--- config.mk ---
export PLATFORM = sky130hd
export DESIGN_NAME = tiler_view_addr
export DESIGN_NICKNAME = d
export VERILOG_FILES = /design/src/rtl/tiler_addr_pkg.sv /design/src/rtl/tiler_fmt_geom.sv /design/src/rtl/tiler_coord_map.sv /design/src/rtl/tiler_stride_gen.sv /design/src/rtl/tiler_view_addr.sv
export SDC_FILE = /design/constraint.sdc
export NUM_CORES = 1
export LEC_CHECK = 0
export ABC_AREA = 0
export BUFFER_PORTS_ARGS = -buffer_cell sky130_fd_sc_hd__buf_2
export CAP_MARGIN = 30
export CORE_MARGIN = 3
export CORE_UTILIZATION = 65
export CTS_CLUSTER_DIAMETER = 200
export CTS_CLUSTER_SIZE = 24
export DETAILED_ROUTE_END_ITERATION = 10
export PLACE_DENSITY = 0.94
export SLEW_MARGIN = 20
export SYNTH_ARGS = -nofsm -noshare
export SYNTH_HDL_FRONTEND = slang
export SYNTH_SLANG_ARGS = --single-unit
--- constraint.sdc ---
create_clock -name clk_i -period 3.2 [get_ports clk_i]
set_clock_uncertainty 0.15 [all_clocks]
set_input_delay 0.64 -clock clk_i [delete_from_list [all_inputs] [get_ports clk_i]]
set_output_delay 0.64 -clock clk_i [all_outputs]
set_load 0.01 [all_outputs]
--- src/rtl/tiler_addr_pkg.sv ---
`timescale 1ns/1ps
package tiler_addr_pkg;
  typedef enum logic [1:0] {
    FMT_8B   = 2'd0,
    FMT_16B  = 2'd1,
    FMT_32B  = 2'd2,
    FMT_PAGE = 2'd3
  } elem_fmt_e;

  localparam int unsigned ADDR_W   = 32;
  localparam int unsigned FMT_W    = 2;
  localparam int unsigned ORIENT_W = 3;
  localparam int unsigned OFF_W    = ADDR_W - FMT_W - ORIENT_W;
  localparam int unsigned SH_W     = 5;
  localparam int unsigned BITS_W   = 6;

  localparam int unsigned OR_XINV = 0;
  localparam int unsigned OR_YINV = 1;
  localparam int unsigned OR_SWAP = 2;
endpackage

--- src/rtl/tiler_fmt_geom.sv ---
`timescale 1ns/1ps
module tiler_fmt_geom
  import tiler_addr_pkg::*;
#(
  parameter int unsigned SLOT_W_BITS = 6,
  parameter int unsigned SLOT_H_BITS = 6
) (
  input  logic [FMT_W-1:0] fmt_i,
  output logic [SH_W-1:0]  x_shift_o,
  output logic [SH_W-1:0]  y_shift_o
);
  always_comb begin
    unique case (elem_fmt_e'(fmt_i))
      FMT_8B:   begin x_shift_o = SH_W'(0); y_shift_o = SH_W'(0); end
      FMT_16B:  begin x_shift_o = SH_W'(0); y_shift_o = SH_W'(1); end
      FMT_32B:  begin x_shift_o = SH_W'(1); y_shift_o = SH_W'(1); end
      default:  begin x_shift_o = SH_W'(SLOT_W_BITS); y_shift_o = SH_W'(SLOT_H_BITS); end
    endcase
  end
endmodule

--- src/rtl/tiler_coord_map.sv ---
`timescale 1ns/1ps
module tiler_coord_map
  import tiler_addr_pkg::*;
#(
  parameter int unsigned CONT_W_BITS = 14,
  parameter int unsigned CONT_H_BITS = 13,
  parameter int unsigned COORD_W     = 16
) (
  input  logic [ORIENT_W-1:0] orient_i,
  input  logic [COORD_W-1:0]  x_i,
  input  logic [COORD_W-1:0]  y_i,
  input  logic [SH_W-1:0]     x_shift_i,
  input  logic [SH_W-1:0]     y_shift_i,
  output logic                in_range_o,
  output logic [OFF_W-1:0]    off_o
);
  logic [BITS_W-1:0]  x_bits, y_bits, elem_sh;
  logic [COORD_W-1:0] x_mask, y_mask, xm, ym;
  logic [OFF_W-1:0]   lin;

  assign x_bits  = BITS_W'(CONT_W_BITS) - BITS_W'(x_shift_i);
  assign y_bits  = BITS_W'(CONT_H_BITS) - BITS_W'(y_shift_i);
  assign elem_sh = BITS_W'(x_shift_i) + BITS_W'(y_shift_i);

  // a width equal to COORD_W wraps to an all-ones mask
  assign x_mask = (COORD_W'(1) << x_bits) - COORD_W'(1);
  assign y_mask = (COORD_W'(1) << y_bits) - COORD_W'(1);

  assign in_range_o = (x_i <= x_mask) && (y_i <= y_mask);

  assign xm = orient_i[OR_XINV] ? (x_i ^ x_mask) : x_i;
  assign ym = orient_i[OR_YINV] ? (y_i ^ y_mask) : y_i;

  always_comb begin
    if (orient_i[OR_SWAP]) lin = (OFF_W'(xm) << y_bits) + OFF_W'(ym);
    else                   lin = (OFF_W'(ym) << x_bits) + OFF_W'(xm);
  end

  assign off_o = lin << elem_sh;
endmodule

--- src/rtl/tiler_stride_gen.sv ---
`timescale 1ns/1ps
module tiler_stride_gen
  import tiler_addr_pkg::*;
#(
  parameter int unsigned CONT_W_BITS = 14,
  parameter int unsigned CONT_H_BITS = 13
) (
  input  logic                swap_i,
  input  logic [SH_W-1:0]     x_shift_i,
  input  logic [SH_W-1:0]     y_shift_i,
  output logic [ADDR_W-1:0]   stride_o
);
  logic [BITS_W-1:0] exp_sh;

  assign exp_sh   = swap_i ? BITS_W'(CONT_H_BITS) + BITS_W'(x_shift_i)
                           : BITS_W'(CONT_W_BITS) + BITS_W'(y_shift_i);
  assign stride_o = ADDR_W'(1) << exp_sh;
endmodule

--- src/rtl/tiler_view_addr.sv ---
`timescale 1ns/1ps
module tiler_view_addr
  import tiler_addr_pkg::*;
#(
  parameter int unsigned CONT_W_BITS = 14,
  parameter int unsigned CONT_H_BITS = 13,
  parameter int unsigned SLOT_W_BITS = 6,
  parameter int unsigned SLOT_H_BITS = 6,
  parameter int unsigned COORD_W     = 16
) (
  input  logic                clk_i,
  input  logic                rst_ni,
  input  logic                valid_i,
  input  logic [1:0]          fmt_i,
  input  logic [2:0]          orient_i,
  input  logic [COORD_W-1:0]  x_i,
  input  logic [COORD_W-1:0]  y_i,
  output logic                valid_o,
  output logic [31:0]         addr_o,
  output logic [31:0]         stride_o
);
  logic [SH_W-1:0]   x_shift, y_shift;
  logic              in_range;
  logic [OFF_W-1:0]  off;
  logic [ADDR_W-1:0] addr_d, stride_d;

  tiler_fmt_geom #(
    .SLOT_W_BITS(SLOT_W_BITS),
    .SLOT_H_BITS(SLOT_H_BITS)
  ) i_geom (
    .fmt_i     (fmt_i),
    .x_shift_o (x_shift),
    .y_shift_o (y_shift)
  );

  tiler_coord_map #(
    .CONT_W_BITS(CONT_W_BITS),
    .CONT_H_BITS(CONT_H_BITS),
    .COORD_W    (COORD_W)
  ) i_coord (
    .orient_i  (orient_i),
    .x_i       (x_i),
    .y_i       (y_i),
    .x_shift_i (x_shift),
    .y_shift_i (y_shift),
    .in_range_o(in_range),
    .off_o     (off)
  );

  tiler_stride_gen #(
    .CONT_W_BITS(CONT_W_BITS),
    .CONT_H_BITS(CONT_H_BITS)
  ) i_stride (
    .swap_i    (orient_i[OR_SWAP]),
    .x_shift_i (x_shift),
    .y_shift_i (y_shift),
    .stride_o  (stride_d)
  );

  assign addr_d = in_range ? {orient_i, fmt_i, off} : '0;

  always_ff @(posedge clk_i or negedge rst_ni) begin
    if (!rst_ni) begin
      valid_o  <= 1'b0;
      addr_o   <= '0;
      stride_o <= '0;
    end else begin
      valid_o <= valid_i;
      if (valid_i) begin
        addr_o   <= addr_d;
        stride_o <= stride_d;
      end
    end
  end


  p_valid_follow_r2: assert property (@(posedge clk_i) disable iff (!rst_ni)
    valid_i |=> valid_o);
  p_hold_r2: assert property (@(posedge clk_i) disable iff (!rst_ni)
    !valid_i |=> !valid_o && $stable(addr_o) && $stable(stride_o));

  p_range_zero_r6: assert property (@(posedge clk_i) disable iff (!rst_ni)
    (valid_i && !in_range) |=> addr_o == '0);

  p_fmt_tag_r3: assert property (@(posedge clk_i) disable iff (!rst_ni)
    (valid_i && in_range) |=> addr_o[28:27] == $past(fmt_i));

  p_view_tag_r4: assert property (@(posedge clk_i) disable iff (!rst_ni)
    (valid_i && in_range) |=> addr_o[31:29] == $past(orient_i));

  p_stride_onehot_r9: assert property (@(posedge clk_i) disable iff (!rst_ni)
    valid_o |-> $countones(stride_o) == 1);
endmodule

==> flow_summary.toml, run 1 <==
[yosys]
netlist_area_mm2 = 0.00838
synth_top_cell_by_area = "dfrtp_1"
yosysWarnings = 0
synth-seq-cells = 65
synthTopCellsByArea = "dfrtp_1 (19%), ha_1 (7.5%), mux2i_1 (5.3%)"
syn_area_per_cell_um2 = 7.95
yosysUniqueCellTypes = 84
synthArstFlopShare_pct = 100
synth-edff-count = 0
synth_cells = 1055
synth_seq_area_share_pct = 19.4
ys.flop_type = "dfrtp_1"
yosys.area.top_type_share_pct = 19.4

[placement]
place_hpwl_um = 34000
gp_congestion = 1.13
port_buffers = 104

[status]
error_line = "[ERROR DPL-0038] Utilization greater than 100%, impossible to legalize"
status = "aborted with a tool error"
lastStage = "4_1_cts"

[clocking]
cts_num_sinks = 65
post_cts_resized = 147
htreeDepth = 3
cts_setup_buffers = 30
cts_root_buffer = "clkbuf_16"
hold_buffers = 0
numCtsBuffers = 9
clk_path_buf_depth = 2

[floorplan]
rows = 40
die-width_um = 120
io_pins = 105
die_h_um = 120
initial_core_util_pct = 68.1
==> synthesized netlist by cell type (15+ instances only) <==
master	n
inv_1	41
a21oi_1	64
and2_1	15
o2bb2ai_1	26
nor2b_1	27
clkbuf_1	49
a31oi_1	16
mux2i_1	44
nand3_1	26
xnor2_1	39
a21o_1	20
mux4_2	15
o21ai_0	50
dfrtp_1	65
xor2_1	30
ha_1	50
nor2_1	92
nand2_1	96
==> through the flow <==
stage | instances | setup slack, ps | util [%] | setup TNS, ps | cell area, um2
after floorplan | 1056 | -2020 | - | -34610 | 8710
after global placement | 1593 | -1810 | 93.6 | -43840 | 11500
after detailed placement | 1593 | -2300 | 93.6 | -55170 | 11500
==> cell families after synthesis <==
logic type | share of synthesized area (%)
compound gates | 28.5
xor+xnor | 7.40
fa+ha+maj | 7.46
buf+inv | 6.03
flops | 19.4
mux | 11.0
other cells | 0.0447
simple gates | 20.1
==> inputs of run 2 (changes only) <==
CORE_UTILIZATION = 40   (was 65)
CTS_CLUSTER_DIAMETER = unset   (was 200)
CTS_CLUSTER_SIZE = unset   (was 24)
PLACE_DENSITY = unset   (was 0.94)
PLACE_DENSITY_LB_ADDON = 0.15   (was unset)
==> run 2 against run 1 <==
Synthesized cell count unchanged. Synthesized area unchanged. The flow now finishes, with violations (setup timing).
==> flow_summary.toml, run 2 <==
[status]
status = "finished, violations left"
violations = "setup timing"

[clocking]
cts_tree = "yes"
numCtsBuffers = 9
clk_latency_ps = 330
cts_num_sinks = 65
clk_path_buf_depth = 2
path_clk_slew_ps = 50
htreeDepth = 3
cts_root_buffer = "clkbuf_16"

[yosys]
synth_most_common_cell = "nand2_1"
synth_top_cell_by_area = "dfrtp_1"
netlist_area_mm2 = 0.00838
yosys.area.top_type_share_pct = 19.4
yosysWarnings = 0
syn_area_per_cell_um2 = 7.95
synthTopCellsByArea = "dfrtp_1 (19%), ha_1 (7.5%), mux2i_1 (5.3%)"
synth_common_cells = "nand2_1 (96), nor2_1 (92), dfrtp_1 (65)"
synth-seq-cells = 65
synth_cells = 1055
ys.flop_type = "dfrtp_1"
yosysUniqueCellTypes = 84
synth_seq_area_share_pct = 19.4
synth-edff-count = 0
synthArstFlopShare_pct = 100

[final_layout]
nNetsFinal = 1611
nFillCells = 1737
reg.largest.list = "addr_o: 32 flops, stride_o: 32 flops, valid_o: 1 flops"
area_growth_syn_to_layout_pct = 63.7
most-common-layout-cells = "buf_4 (380), buf_2 (102), nand2_1 (91)"
n_antenna_cell = 0
layout-drive-gt1-share_pct = 49.4
mostFrequentLayoutCell = "buf_4"
final_cells = 1795

[route]
wl_um = 36200
antenna_left = 0
drt-wirelength-per-cell_um = 20.2
route.detailed.drc = 0
drtPass1Iterations = 5
drt_iter0_drc = 755
vias_per_cell = 5.67
vias = 10200

[power]
p_sw_w = 0.00180
switching_share_pct = 39.2
vdd_drop_max_mv = 0.249
pwr-share-comb_pct = 62.1
leakage_nw = 6.53
power.density_mw_per_mm2 = 336
pwr-share-clk_pct = 19.6
seqPwrFrac_pct = 18.3
intPower_w = 0.00280

[floorplan]
io_pins = 105
die_area_mm2 = 0.0227
rows = 52
die-width_um = 151
die_h_um = 151
initial_core_util_pct = 41.0
core-area_mm2 = 0.0204

[critical_path]
crit_path_max_fanout = 6
crit_chain = "buf_12 > ha_4 > ha_4 > mux4_2 > mux2i_2 > buf_4 > mux2i_2 > mux2i_1 > ha_1 > and3_4 > a221o_1 > buf_6 > o31ai_4 > buf_6 > buf_12 > xnor2_4 > o22ai_1 > a211o_1 > nand2b_4 > a21o_1"
timing.rr.end = "addr_o[25]"
path_class = "primary input to register"
reg2reg_slack_ps = 1750
max_stage_delay_ps = 500
cp.depth = 20
crit_family = "compound AO/OA/AOI/OAI gates"
cp_slowest_cell = "mux4_2"
cp.arrival_ps = 4700
cp-start-kind = "primary input"
r2r-start = "addr_o[25]"
reg2regPathDepth = 5
critical_path_buf_inv_count = 5
cp.required_ps = 3270
crit_start = "fmt_i[0]"
end_kind = "register"

[global_routing]
grt_pass1_wl_um = 54700
gr-usage-all-layers_pct = 30.9
overflow = 0
grt_antenna_before_repair = 0
first_global_vias = 9871
grt_max_degree = 45

[sta]
slew_viol_final = 0
layout_setup_ws_ps = -1430
hold_viol = 0
rsz0062_at_grt = "yes"
setup_viol = 32
min_period_over_period_pct = 145
worst_slew_pin_slew_ps = 603
fmax_ghz = 0.216
slew_headroom_pct = 59.8
setup_tns_ps = -30060
layout_min_cycle_time_ps = 4630

[hold_path]
hp-class = "primary input to async pin"

[placement]
dp.cells = 1721
place_hpwl_um = 28600
port_buffers = 104
gp_congestion = 0.960
pre_cts_ws_ps = -2040

[run]
maxCapViolCount = 0
==> run 2: metrics by stage <==
stage / hold WS (ps) / instance area, um2 / total power (W) / util, %
after floorplan: 194 / 8710 / 0.00210 / -
after global placement: 318 / 11900 / 0.00319 / 58.0
after detailed placement: 319 / 11900 / 0.00320 / 58.0
after CTS: 177 / 13000 / 0.00437 / 63.8
after global routing: 204 / 13700 / 0.00483 / 67.2
final: 162 / 13700 / 0.00461 / 67.2
==> run 2: timing repair <==
item,in CTS,in global routing
hold buffers,0,0
buffers inserted,43,24
endpoints found under the setup margin,32,32
gates resized for setup,128,107
gates cloned,1,1
pin swaps,79,55
==> run 2: how the worst max path moves through the flow <==
| stage | to | slack, ps |
|---|---|---|
| after floorplan | addr_o[23] | -2020 |
| after global placement | addr_o[25] | -2020 |
| after detailed placement | addr_o[25] | -2040 |
| after CTS | addr_o[16] | -1330 |
| after global routing | addr_o[16] | -1550 |
| final | addr_o[16] | -1430 |
==> run 2: logic make-up after synthesis <==
kind of cell	share of synthesized area, %
simple gates	20.1
compound gates	28.5
buf+inv	6.03
flops	19.4
other cells	0.0447
fa+ha+maj	7.46
mux	11.0
xor+xnor	7.40
==> run 2: metal layers <==
layer  wire [um]  vias to the layer above  GRT usage, %
met2       17000                      355          52.0
met5           0                        -             0
met3        1820                       92          3.53
met1       15400                     4880          40.2
met4        2010                        0          13.3
li1            -                     4852             -
==> run 2: final cells by class <==
class                      count  area [um2]  area share [%]
tap                          270         338            2.46
sequential                    65        1630            11.9
timing repair buffer         525        3990            29.1
clock buffer                  11         243            1.77
inverter                      49         196            1.43
clock inverter                 4        28.8           0.210
multi-input combinational    871        7300            53.2
==> run 2: power by group through the flow <==
stage / Sequential (W) / Combinational, W / Clock, W
2_1_floorplan: 0.000863 / 0.00124 / 0
3_3_place_gp: 0.000857 / 0.00233 / 0
3_5_place_dp: 0.000857 / 0.00234 / 0
4_1_cts: 0.000843 / 0.00262 / 0.000916
5_1_grt: 0.000845 / 0.00304 / 0.000944
6_report: 0.000843 / 0.00286 / 0.000903
(Power assumes the default switching activity.)
